### src/rtl/mt_pkg.sv
package mt_pkg;
  localparam int unsigned ADDR_W = 4;
  localparam logic [ADDR_W-1:0] ADR_CTRL   = 4'd0;
  localparam logic [ADDR_W-1:0] ADR_TC     = 4'd1;
  localparam logic [ADDR_W-1:0] ADR_DIV    = 4'd2;
  localparam logic [ADDR_W-1:0] ADR_DCNT   = 4'd3;
  localparam logic [ADDR_W-1:0] ADR_MCTL   = 4'd4;
  localparam logic [ADDR_W-1:0] ADR_IEN    = 4'd5;
  localparam logic [ADDR_W-1:0] ADR_STAT   = 4'd6;
  localparam logic [ADDR_W-1:0] ADR_CMP0   = 4'd8;
  localparam int unsigned CTRL_EN_BIT   = 0;
  localparam int unsigned CTRL_HOLD_BIT = 1;
endpackage

### src/rtl/mt_prescaler.sv
module mt_prescaler #(
  parameter int unsigned W = 32
) (
  input  logic         clk_i,
  input  logic         rst_ni,
  input  logic         clr_i,
  input  logic         run_i,
  input  logic [W-1:0] limit_i,
  output logic [W-1:0] cnt_o,
  output logic         tick_o
);
  localparam logic [W-1:0] ONE = W'(1);

  logic [W-1:0] cnt_q;

  assign tick_o = run_i && (cnt_q == limit_i);
  assign cnt_o  = cnt_q;

  always_ff @(posedge clk_i or negedge rst_ni) begin
    if (!rst_ni)      cnt_q <= '0;
    else if (clr_i)   cnt_q <= '0;
    else if (run_i)   cnt_q <= tick_o ? '0 : cnt_q + ONE;
  end

  assert_div_step_R2: assert property (@(posedge clk_i) disable iff (!rst_ni)
    (run_i && !clr_i && cnt_q < limit_i) |=> cnt_q == $past(cnt_q) + ONE);
  assert_div_idle_R2: assert property (@(posedge clk_i) disable iff (!rst_ni)
    (!run_i && !clr_i) |=> $stable(cnt_q));
endmodule

### src/rtl/mt_match_chan.sv
module mt_match_chan #(
  parameter int unsigned W = 32
) (
  input  logic         clk_i,
  input  logic         rst_ni,
  input  logic [W-1:0] tc_i,
  input  logic [W-1:0] cmp_i,
  input  logic         fresh_i,
  input  logic         stop_en_i,
  input  logic         wrap_en_i,
  input  logic         flag_clr_i,
  output logic         hit_o,
  output logic         stop_o,
  output logic         wrap_o,
  output logic         flag_o
);
  logic equal;
  logic flag_q;

  assign equal  = (tc_i == cmp_i);
  // a match counts only on the cycle the timer has just stepped
  assign hit_o  = fresh_i && equal;
  assign stop_o = hit_o && stop_en_i;
  // stop outranks reset, also after a resume
  assign wrap_o = equal && wrap_en_i && !stop_en_i;
  assign flag_o = flag_q;

  always_ff @(posedge clk_i or negedge rst_ni) begin
    if (!rst_ni)          flag_q <= 1'b0;
    else if (hit_o)       flag_q <= 1'b1;
    else if (flag_clr_i)  flag_q <= 1'b0;
  end

  assert_flag_set_R8: assert property (@(posedge clk_i) disable iff (!rst_ni)
    hit_o |=> flag_q);
  assert_flag_hold_R8: assert property (@(posedge clk_i) disable iff (!rst_ni)
    (flag_q && !flag_clr_i) |=> flag_q);
  assert_flag_noset_R8: assert property (@(posedge clk_i) disable iff (!rst_ni)
    (!flag_q && !hit_o) |=> !flag_q);
endmodule

### src/rtl/match_timer.sv
module match_timer
  import mt_pkg::*;
#(
  parameter int unsigned W    = 32,
  parameter int unsigned N_CH = 4
) (
  input  logic              clk_i,
  input  logic              rst_ni,
  input  logic              we_i,
  input  logic [ADDR_W-1:0] addr_i,
  input  logic [W-1:0]      wdata_i,
  output logic [W-1:0]      rdata_o,
  output logic              irq_o
);
  localparam int unsigned MC_W = 2 * N_CH;
  localparam logic [W-1:0] ONE = W'(1);

  logic            en_q, hold_q;
  logic [W-1:0]    div_q, tc_q, dcnt;
  logic [MC_W-1:0] mctl_q;
  logic [N_CH-1:0] ien_q;
  logic [W-1:0]    cmp_q [N_CH];
  logic [W-1:0]    cmp_rd [N_CH];
  logic            fresh_q;
  logic [N_CH-1:0] hit_v, stop_v, wrap_v, flag_v, clr_v;
  logic            stop_hit, wrap_any, run, tick;

  logic wr_ctrl, wr_div, wr_mctl, wr_ien, wr_stat;
  assign wr_ctrl = we_i && (addr_i == ADR_CTRL);
  assign wr_div  = we_i && (addr_i == ADR_DIV);
  assign wr_mctl = we_i && (addr_i == ADR_MCTL);
  assign wr_ien  = we_i && (addr_i == ADR_IEN);
  assign wr_stat = we_i && (addr_i == ADR_STAT);

  assign stop_hit = |stop_v;
  assign wrap_any = |wrap_v;
  assign run      = en_q && !hold_q && !stop_hit;

  mt_prescaler #(.W(W)) u_div (
    .clk_i, .rst_ni,
    .clr_i   (hold_q),
    .run_i   (run),
    .limit_i (div_q),
    .cnt_o   (dcnt),
    .tick_o  (tick)
  );

  for (genvar k = 0; k < N_CH; k++) begin : g_ch
    localparam logic [ADDR_W-1:0] ADR_K = ADR_CMP0 + ADDR_W'(k);

    assign clr_v[k] = wr_stat && wdata_i[k];

    always_ff @(posedge clk_i or negedge rst_ni) begin
      if (!rst_ni)                          cmp_q[k] <= '0;
      else if (we_i && addr_i == ADR_K)     cmp_q[k] <= wdata_i;
    end

    assign cmp_rd[k] = (addr_i == ADR_K) ? cmp_q[k] : '0;

    mt_match_chan #(.W(W)) u_ch (
      .clk_i, .rst_ni,
      .tc_i       (tc_q),
      .cmp_i      (cmp_q[k]),
      .fresh_i    (fresh_q),
      .stop_en_i  (mctl_q[2*k+1]),
      .wrap_en_i  (mctl_q[2*k]),
      .flag_clr_i (clr_v[k]),
      .hit_o      (hit_v[k]),
      .stop_o     (stop_v[k]),
      .wrap_o     (wrap_v[k]),
      .flag_o     (flag_v[k])
    );
  end

  always_ff @(posedge clk_i or negedge rst_ni) begin
    if (!rst_ni) begin
      en_q    <= 1'b0;
      hold_q  <= 1'b0;
      div_q   <= '0;
      mctl_q  <= '0;
      ien_q   <= '0;
      tc_q    <= '0;
      fresh_q <= 1'b0;
    end else begin
      if (wr_ctrl) begin
        en_q   <= wdata_i[CTRL_EN_BIT];
        hold_q <= wdata_i[CTRL_HOLD_BIT];
      end
      if (stop_hit) en_q <= 1'b0;
      if (wr_div && !en_q) div_q <= wdata_i;
      if (wr_mctl) mctl_q <= wdata_i[MC_W-1:0];
      if (wr_ien)  ien_q  <= wdata_i[N_CH-1:0];
      if (hold_q)    tc_q <= '0;
      else if (tick) tc_q <= wrap_any ? '0 : tc_q + ONE;
      fresh_q <= tick;
    end
  end

  assign irq_o = |(flag_v & ien_q);

  always_comb begin
    rdata_o = '0;
    unique case (addr_i)
      ADR_CTRL: rdata_o = W'({hold_q, en_q});
      ADR_TC:   rdata_o = tc_q;
      ADR_DIV:  rdata_o = div_q;
      ADR_DCNT: rdata_o = dcnt;
      ADR_MCTL: rdata_o = W'(mctl_q);
      ADR_IEN:  rdata_o = W'(ien_q);
      ADR_STAT: rdata_o = W'(flag_v);
      default: begin
        for (int k = 0; k < N_CH; k++) rdata_o = rdata_o | cmp_rd[k];
      end
    endcase
  end

  assert_div_lock_R3: assert property (@(posedge clk_i) disable iff (!rst_ni)
    en_q |=> $stable(div_q));
  assert_stop_freeze_R6: assert property (@(posedge clk_i) disable iff (!rst_ni)
    (stop_hit && !hold_q) |=> ($stable(tc_q) && $stable(dcnt) && !en_q));
  assert_hold_zero_R10: assert property (@(posedge clk_i) disable iff (!rst_ni)
    hold_q |=> (tc_q == '0 && dcnt == '0 && !fresh_q));
  assert_tc_idle_R2: assert property (@(posedge clk_i) disable iff (!rst_ni)
    (!hold_q && !tick) |=> $stable(tc_q));
  assert_tc_step_R2: assert property (@(posedge clk_i) disable iff (!rst_ni)
    (!hold_q && tick && !wrap_any) |=> tc_q == $past(tc_q) + ONE);
  assert_tc_wrap_R5: assert property (@(posedge clk_i) disable iff (!rst_ni)
    (!hold_q && tick && wrap_any) |=> tc_q == '0);
  assert_irq_R9: assert property (@(posedge clk_i) disable iff (!rst_ni)
    (ien_q == '0) |-> !irq_o);
endmodule

### config.mk
export PLATFORM = sky130hd
export DESIGN_NAME = match_timer
export DESIGN_NICKNAME = d
export VERILOG_FILES = /design/src/rtl/mt_pkg.sv /design/src/rtl/mt_prescaler.sv /design/src/rtl/mt_match_chan.sv /design/src/rtl/match_timer.sv
export SDC_FILE = /design/constraint.sdc
export NUM_CORES = 1
export LEC_CHECK = 0
export ABC_AREA = 0
export BUFFER_PORTS_ARGS = -buffer_cell sky130_fd_sc_hd__buf_2
export CORE_MARGIN = 2
export CORE_UTILIZATION = 45
export CTS_CLUSTER_SIZE = 14
export DETAILED_ROUTE_END_ITERATION = 10
export GPL_TIMING_DRIVEN = 1
export PLACE_DENSITY = 0.69
export REMOVE_ABC_BUFFERS = 1
export SYNTH_ARGS = -nofsm -noshare
export SYNTH_HDL_FRONTEND = slang
export SYNTH_HIERARCHICAL = 1
export SYNTH_SLANG_ARGS = --single-unit
### constraint.sdc
create_clock -name clk_i -period 4.4 [get_ports clk_i]
set_input_delay 0.44 -clock clk_i [delete_from_list [all_inputs] [get_ports clk_i]]
set_output_delay 0.44 -clock clk_i [all_outputs]
set_load 0.02 [all_outputs]
==> results of run 1 <==
==> routing by layer <==
| layer | up-vias | part of all wire | global-route usage |
|---|---|---|---|
| li1 | 5105 | - | - |
| met1 | 5897 | 0.40 | 0.372 |
| met2 | 650 | 0.46 | 0.441 |
| met3 | 142 | 0.098 | 0.0614 |
| met4 | 0 | 0.042 | 0.111 |
| met5 | - | 0 | 0 |
==> per-stage QoR <==
step           std cells  cell area, µm²  worst slack [ns]  hold WS [ns]
5_1_grt             1805           15900            0.0204         0.182
6_report            1805           15900             0.193         0.178
2_1_floorplan       1237           13600            -0.217         0.144
3_3_place_gp        1752           14900             0.381         0.412
3_5_place_dp        1752           14900             0.287         0.415
4_1_cts             1805           15900             0.246         0.167
==> what timing repair did <==
item	CTS	global route
gates resized for setup	0	18
hold buffers	1	0
endpoints found under the setup margin	0	4
endpoints found under the hold margin	55	0
==> flip-flops by register name (all words and copies together) (netlist names) <==
name              flops
cmp_q               128
en_q                  1
g_ch.u_ch/flag_o      4
u_div/cnt_o          32
fresh_q               1
hold_q                1
tc_q                 32
ien_q                 4
mctl_q                8
div_q                32
==> power groups by stage <==
stage                     registers, mW  clock network [mW]  logic [mW]
after global routing               3.16                2.64        1.48
final                              3.11                2.51        1.38
after detailed placement           3.13                   0        1.35
after floorplan                    2.97                   0       0.931
after CTS                          3.10                2.53        1.36
after global placement             3.12                   0        1.32
==> worst paths after layout <==
path,endpoint,slack [ns]
hold / removal,div_q[31],0.18
setup / recovery,tc_q[11],0.19
max in group asynchronous,cmp_q[83],2.92
hold reg to reg,cmp_q[39],0.55
min in group asynchronous,cmp_q[85],0.44
setup reg to reg,tc_q[11],0.19
==> worst reg2reg max path: cells and delay by family (launching register included) <==
family / cells / cell delay (ns)
xor+xnor: 1 / 0.24
buf+inv: 1 / 0.29
flops: 1 / 0.48
simple gates: 12 / 3.08
==> cells in the final DEF, fill, tap and decap left out, types with 9 or more instances in the layout <==
cell type and instances:
dfrtp_1 226, mux2_2 171, xor2_1 144, nand2_1 78
buf_2 70, a22oi_1 59, a21oi_1 52, nand3_1 46
buf_4 46, nor4_1 45, nor2_1 40, and3_1 30
clkbuf_16 29, o21ai_0 27, nand4_1 27, a222oi_1 24
inv_1 18, xnor2_1 18, dfrtp_2 17, nor3_1 15
a221oi_1 14, a31oi_1 14, nor2b_1 13, o311ai_0 12
clkbuf_1 10, a21o_1 9
==> area by class of cell <==
cell class,count,area (µm²)
Tap cell,396,495
Multi-Input combinational cell,976,7530
Sequential cell,243,6100
Fill cell,2743,14600
Timing Repair Buffer,120,761
Clock buffer,46,860
Inverter,18,67.6
Clock inverter,6,134
==> impl_metrics.yaml, run 1 <==
placed_design:
  io_buffers: 71
  gp_congestion: 0.994
  dp_hpwl_mm: 31.8
clocking:
  cts_sinks: 243
  clkTransAtPathRegs_ns: 0.06
  cts_tree: "done"
  htreeDepth: 1
  clockRootBuffer: "clkbuf_16"
  cts_buffers: 29
  postCtsSetupBuffers: 0
  clockBufferDepth: 3
  insertion_delay_ns: 0.56
setup_path:
  cp_slowest_stage_delay_ns: 0.57
  worstPathCellList: "xor2_1 -> nor4_1 -> nand4_1 -> nor3_1 -> or4_1 -> nor3b_1 -> nor2b_1 -> or4b_4 -> nor3_2 -> nor2b_1 -> and2_1 -> buf_4 -> nor2_1 -> nor2_1"
  cp_top_family: "simple AND/OR/NAND/NOR gates"
  rr_startpoint: "tc_q[28]"
  startpoint: "tc_q[28]"
  critPathMaxFanout: 27
  cp_slowest_cell: "or4_1"
  path_depth: 14
  path_class: "flop to flop"
  cp_num_buf_inv: 1
  cp_data_required_time_ns: 4.83
  reg2reg_depth: 14
  cp.arrival_ns: 4.64
  worst_setup_path_start_kind: "flop"
  setup.worst_path.end_class: "flop"
die:
  fp.dieW_um: 180
  ios: 72
  placementRows: 64
  start_util: 0.456
  core_um2: 30600
  dieArea_um2: 32400
  dieHeight_um: 180
layout:
  fin_util: 0.521
  final_layout_size_suffix_gt1_frac: 0.274
  antenna_cells: 0
  syn_to_final_growth_pct: 14.4
  nets: 1429
route:
  vias: 11800
  drt-total-wl_mm: 45.8
  route.detailed.drc: 0
  dr.pass1.iters: 6
  ant_nets: 0
  avgViaCountPerCell: 6.53
  wire_per_inst_um: 25.4
  drt-initial-drc-count: 1391
synth:
  synth_area_um2: 13900
  synth_cells: 1315
  avgSynthCellArea_um2: 10.6
  yosys_warnings: 6
power:
  p_seq_frac: 0.444
  ir_drop_mv: 0.281
  cellPowerDensity_nw_per_um2: 439
  power_mw: 7.00
  comb_power_share: 0.197
  switching_share: 0.307
  power_frac_clock: 0.359
  leakage_nw: 6.95
  internal_power_mw: 4.85
  p_switching_mw: 2.15
worst_hold_path:
  whs_path_depth: 2
  holdCritStartpoint: "wdata_i[31]"
  hp-class: "primary input to flop"
global_routing:
  grt_pass1_vias: 11600
  grt_overflow: 0
  grt.total_usage: 0.278
  grt_max_degree: 95
  antenna_found_initial: 0
  grt_pass1_wl_mm: 70.8
timing:
  max_slew_margin: 0.446
  fin_crit_sh: 0.956
  maxClockFrequency_mhz: 238
  final.setup.tns_ns: 0
  fin_worst_skew_ns: 0.0237
  rsz0062_at_grt: "no"
  min_period_ns: 4.21
  setup_viol: 0
  tightest_slew_ns: 0.831
  drv_slew: 0
  finalHoldViolCount: 0
status:
  outcome: "finished clean"
job:
  maxCapViolCount: 0
Note: power is estimated with default switching activity, not from simulation.
==> run 2: changes to the inputs <==
- CORE_ASPECT_RATIO: not set -> 1.5
- REMOVE_ABC_BUFFERS: 1 -> not set
==> impl_metrics.yaml, run 2 (synthesis results as in run 1) <==
layout:
  nets: 1439
  layout_commonest_cell: "dfrtp_1"
  syn_to_final_growth_pct: 13.9
  final_cell_mix: "dfrtp_1, mux2_2, xor2_1, nand2_1, buf_2"
  antenna_cells: 0
  stdcell_area_um2: 15900
  finalNonFillerCells: 1815
  regMostFlops: "cmp_q"
  num-fill-cells: 2691
  largest_register_ffs: 128
  multi_input_area_um2: 7520
  seq_area_um2: 6080
  final_layout_size_suffix_gt1_frac: 0.270
global_routing:
  grt_max_degree: 107
  grt_pass1_wl_mm: 72.5
  grt.total_usage: 0.296
  antenna_found_initial: 0
  grt_pass1_vias: 11600
  grt_overflow: 0
route:
  vias: 11800
  wl_met1_mm: 18.0
  wl_met3_mm: 3.36
  ant_nets: 0
  route.detailed.drc: 0
  avgViaCountPerCell: 6.51
  wire_per_inst_um: 26.4
  wl_met2_mm: 23.7
  top_layer: "met4"
  drt-total-wl_mm: 47.9
  drt-initial-drc-count: 1284
  dr.pass1.iters: 8
timing:
  setup_viol: 0
  finalHoldViolCount: 0
  drv_slew: 0
  fin_crit_sh: 0.958
  min_period_ns: 4.22
  hold_ws_ns: 0.190
  maxClockFrequency_mhz: 237
  max_slew_margin: 0.377
  fin_worst_skew_ns: 0.0192
  tightest_slew_ns: 0.929
power:
  power_mw: 6.67
  leakage_nw: 6.97
  cellPowerDensity_nw_per_um2: 420
  ir_drop_mv: 0.331
clocking:
  clockBufferDepth: 3
  insertion_delay_ns: 0.55
  htreeDepth: 1
  cts_sinks: 243
  clkTransAtPathRegs_ns: 0.06
  cts_tree: "done"
  cts_buffers: 25
  clockRootBuffer: "clkbuf_16"
setup_path:
  critPathMaxFanout: 14
  worst_setup_path_start_kind: "flop"
  worstPathCellList: "xor2_1 -> nor4_1 -> nand4_1 -> nor3_1 -> or4_1 -> nor3b_1 -> nor2b_1 -> or4b_4 -> nor3_2 -> nor2b_1 -> nand2_1 -> buf_4 -> o31ai_2"
  cp_slowest_cell: "or4_1"
  startpoint: "tc_q[3]"
  cp.arrival_ns: 4.61
  rr_startpoint: "tc_q[3]"
  setup.worst_path.end_class: "flop"
  cp_slowest_stage_delay_ns: 0.55
  cp_common_cell: "nor2b_1"
  cp_data_required_time_ns: 4.80
  cp_top_family: "simple AND/OR/NAND/NOR gates"
  path_class: "flop to flop"
  cp_num_buf_inv: 1
worst_hold_path:
  hp-class: "primary input to flop"
  holdCritStartpoint: "wdata_i[24]"
placed_design:
  placed_cells: 1770
  gp_congestion: 0.973
  place_area_um2: 15000
  dp_hpwl_mm: 34.3
  io_buffers: 71
synth:
  syn_nets: 1356
die:
  placementRows: 78
  dieArea_um2: 32400
  fp.dieW_um: 148
  start_util: 0.459
  dieHeight_um: 220
  core_um2: 30400
  ios: 72
status:
  outcome: "finished clean"
job:
  maxCapViolCount: 0
run 2: changes by cell type in the layout (fill, tap and decap cells not counted), moves of 2 or more:
cell and delta:
buf_12 +2, buf_4 +12, bufinv_16 -3, clkbuf_1 -6, clkbuf_16 -4, clkbuf_8 +2
clkinv_2 +3, dfrtp_1 +16, dfrtp_2 -16
run 2: stage by stage:
step | util | setup slack [ns] | setup TNS (ns)
floorplan | - | 0.385 | 0
global placement | 0.496 | 0.139 | 0
detailed placement | 0.496 | 0.137 | 0
CTS | 0.523 | 0.0854 | 0
global route | 0.523 | -0.00274 | -0.00274
finish | 0.523 | 0.184 | 0
run 2: path summary, 6_finish.rpt:
check / endpoint / slack (ns) / cells past startpoint
max in group asynchronous: u_div/cnt_o[13] / 2.83 / 3
hold reg to reg: ien_q[3] / 0.54 / 1
setup / recovery: tc_q[4] / 0.18 / 13
setup reg to reg: tc_q[4] / 0.18 / 13
hold / removal: cmp_q[24] / 0.19 / 2
min in group asynchronous: cmp_q[37] / 0.50 / 2
run 2: area by class of cell:
class                   count  share of cell area
multi-input cells         976               0.473
flip-flops and latches    243               0.383
repair buffers            134              0.0561
clock buffers              38              0.0481
well taps                 400              0.0315
inverters                  18             0.00425
clock inverters             6             0.00362
run 2: routing by layer:
metal,GRT usage,vias up
li1,-,5116
met1,0.361,5954
met2,0.511,607
met3,0.0350,140
met4,0.159,0
met5,0,-
run 2: timing repair:
item                                   4_1_cts  5_1_grt
resized for setup                            0        2
setup buffers                                0        0
hold buffers                                 1        0
setup endpoints to repair                    0        6
endpoints found under the hold margin       38        0
run 2: power by group:
group          switching (mW)  total, mW  internal (mW)
Clock                   0.890       2.14           1.25
Combinational           0.753       1.41          0.662
Sequential              0.485       3.12           2.63
Total                    2.13       6.67           4.54
==> run 3: changes to the inputs <==
- CELL_PAD_IN_SITES_DETAIL_PLACEMENT: not set -> 0
- CELL_PAD_IN_SITES_GLOBAL_PLACEMENT: not set -> 1
- CORE_UTILIZATION: 45 -> 50
- PLACE_DENSITY: 0.69 -> 0.88
==> impl_metrics.yaml, run 3 (synthesis results as in run 1) <==
route:
  avgViaCountPerCell: 6.91
  ant_nets: 0
  route.detailed.drc: 0
  drt-total-wl_mm: 49.3
  drt-initial-drc-count: 1492
  dr.pass1.iters: 8
  wire_per_inst_um: 28.0
  vias: 12200
layout:
  final_layout_size_suffix_gt1_frac: 0.280
  num-fill-cells: 2254
  regMostFlops: "cmp_q"
  syn_to_final_growth_pct: 13.5
  finalNonFillerCells: 1761
  nets: 1444
  antenna_cells: 0
  largest_register_ffs: 128
  final_cell_mix: "dfrtp_1, mux2_2, xor2_1, nand2_1, buf_2"
  layout_commonest_cell: "dfrtp_1"
setup_path:
  critPathMaxFanout: 27
  cp_slowest_cell: "or4_1"
  worstPathCellList: "xor2_2 -> nor4_1 -> nand4_1 -> nor3_1 -> or4_1 -> nor3b_2 -> nor2b_1 -> or4b_4 -> nor3_4 -> nor2b_2 -> and2_1 -> buf_12 -> a41oi_1 -> a31oi_1"
  cp_slowest_stage_delay_ns: 0.58
  cp_data_required_time_ns: 4.81
  path_class: "flop to flop"
  cp.arrival_ns: 4.72
  worst_setup_path_start_kind: "flop"
  setup.worst_path.end_class: "flop"
die:
  placementRows: 74
  dieHeight_um: 209
  ios: 72
  fp.dieW_um: 140
  dieArea_um2: 29300
  core_um2: 27300
  start_util: 0.510
global_routing:
  grtUsageMet3: 0.0667
  grt_busiest_layer: "met2"
  grt_pass1_vias: 12100
  antenna_found_initial: 0
  grt_pass1_wl_mm: 74.7
  grt_overflow: 0
  use_met1: 0.399
  met2_usage: 0.552
  grt_max_degree: 129
  grt.total_usage: 0.335
status:
  violations: "negative hold slack"
  outcome: "finished, violations left"
power:
  leakage_nw: 6.97
  power_frac_clock: 0.323
  switching_share: 0.327
  p_seq_frac: 0.462
  comb_power_share: 0.215
  ir_drop_mv: 0.309
  cellPowerDensity_nw_per_um2: 427
  internal_power_mw: 4.55
  power_mw: 6.76
  p_switching_mw: 2.21
placed_design:
  gp_congestion: 1.09
  dp_hpwl_mm: 35.2
  placed_cells: 1718
  dp_worst_setup_slack_ns: 0.126
  io_buffers: 71
timing:
  drv_slew: 0
  maxClockFrequency_mhz: 232
  setup_viol: 0
  final.setup.tns_ns: 0
  fin_crit_sh: 0.981
  max_slew_margin: 0.299
  hold_ws_ns: -0.00909
  rsz0062_at_grt: "no"
  min_period_ns: 4.32
  fin_worst_skew_ns: 0.0170
  tightest_slew_ns: 1.05
  finalHoldViolCount: 3
  setup_slack_ns: 0.0814
clocking:
  cts_buffers: 25
  clkTransAtPathRegs_ns: 0.06
  clockRootBuffer: "clkbuf_16"
  cts_tree: "done"
  htreeDepth: 1
  insertion_delay_ns: 0.55
  cts_sinks: 243
  clockBufferDepth: 3
worst_hold_path:
  hp-class: "primary input to async pin"
synth:
  syn_nets: 1356
job:
  maxCapViolCount: 0
## run 3: critical path: cells and delay by family (launching register included)
kind                   cells  cell delay [ns]
AND/OR/NAND/NOR           10             2.81
flip-flops                 1             0.48
AO/OA/AOI/OAI              2             0.44
XOR/XNOR                   1             0.25
buffers and inverters      1             0.19
## run 3: metal layers
| layer | vias up | part of all wire |
|---|---|---|
| met3 | 231 | 0.095 |
| li1 | 5114 | - |
| met4 | 0 | 0.077 |
| met5 | - | 0 |
| met1 | 6066 | 0.35 |
| met2 | 759 | 0.48 |
## run 3: layout make-up
type                    count  area [µm²]  area share
clock buffers              32         672      0.0424
clock inverters            11         140     0.00885
flip-flops and latches    243        6090       0.385
repair buffers            139         896      0.0566
well taps                 342         428      0.0270
inverters                  18        67.6     0.00427
multi-input cells         976        7540       0.476
## run 3: power groups by stage
| stage | Combinational [mW] | Sequential (mW) | Clock (mW) |
|---|---|---|---|
| detailed placement | 1.40 | 3.14 | 0 |
| finish | 1.45 | 3.12 | 2.18 |
| floorplan | 0.969 | 2.96 | 0 |
| global placement | 1.37 | 3.12 | 0 |
| global route | 1.54 | 3.16 | 2.29 |
| CTS | 1.41 | 3.10 | 2.20 |
## run 3: repair_timing
item                       CTS  global route
hold buffers                 0             0
buffers inserted             0             0
resized for setup            0            16
setup endpoints to repair    0            30
## run 3: through the flow
stage / cell area, µm² / utilization
5_1_grt: 15800 / 0.580
6_report: 15800 / 0.580
3_3_place_gp: 15000 / 0.548
3_5_place_dp: 15000 / 0.548
2_1_floorplan: 13900 / -
4_1_cts: 15800 / 0.578
## run 3: final timing paths
kind | start | end | slack, ns | cells past startpoint
hold / removal | rst_ni | div_q[14] | -0.009 | 1
max in group asynchronous | rst_ni | cmp_q[26] | 3.33 | 2
hold reg to reg | mctl_q[0] | mctl_q[0] | 0.54 | 1
setup reg to reg | tc_q[9] | tc_q[19] | 0.08 | 14
min in group clk_i | wdata_i[24] | div_q[24] | 0.18 | 2
setup / recovery | tc_q[9] | tc_q[19] | 0.08 | 14
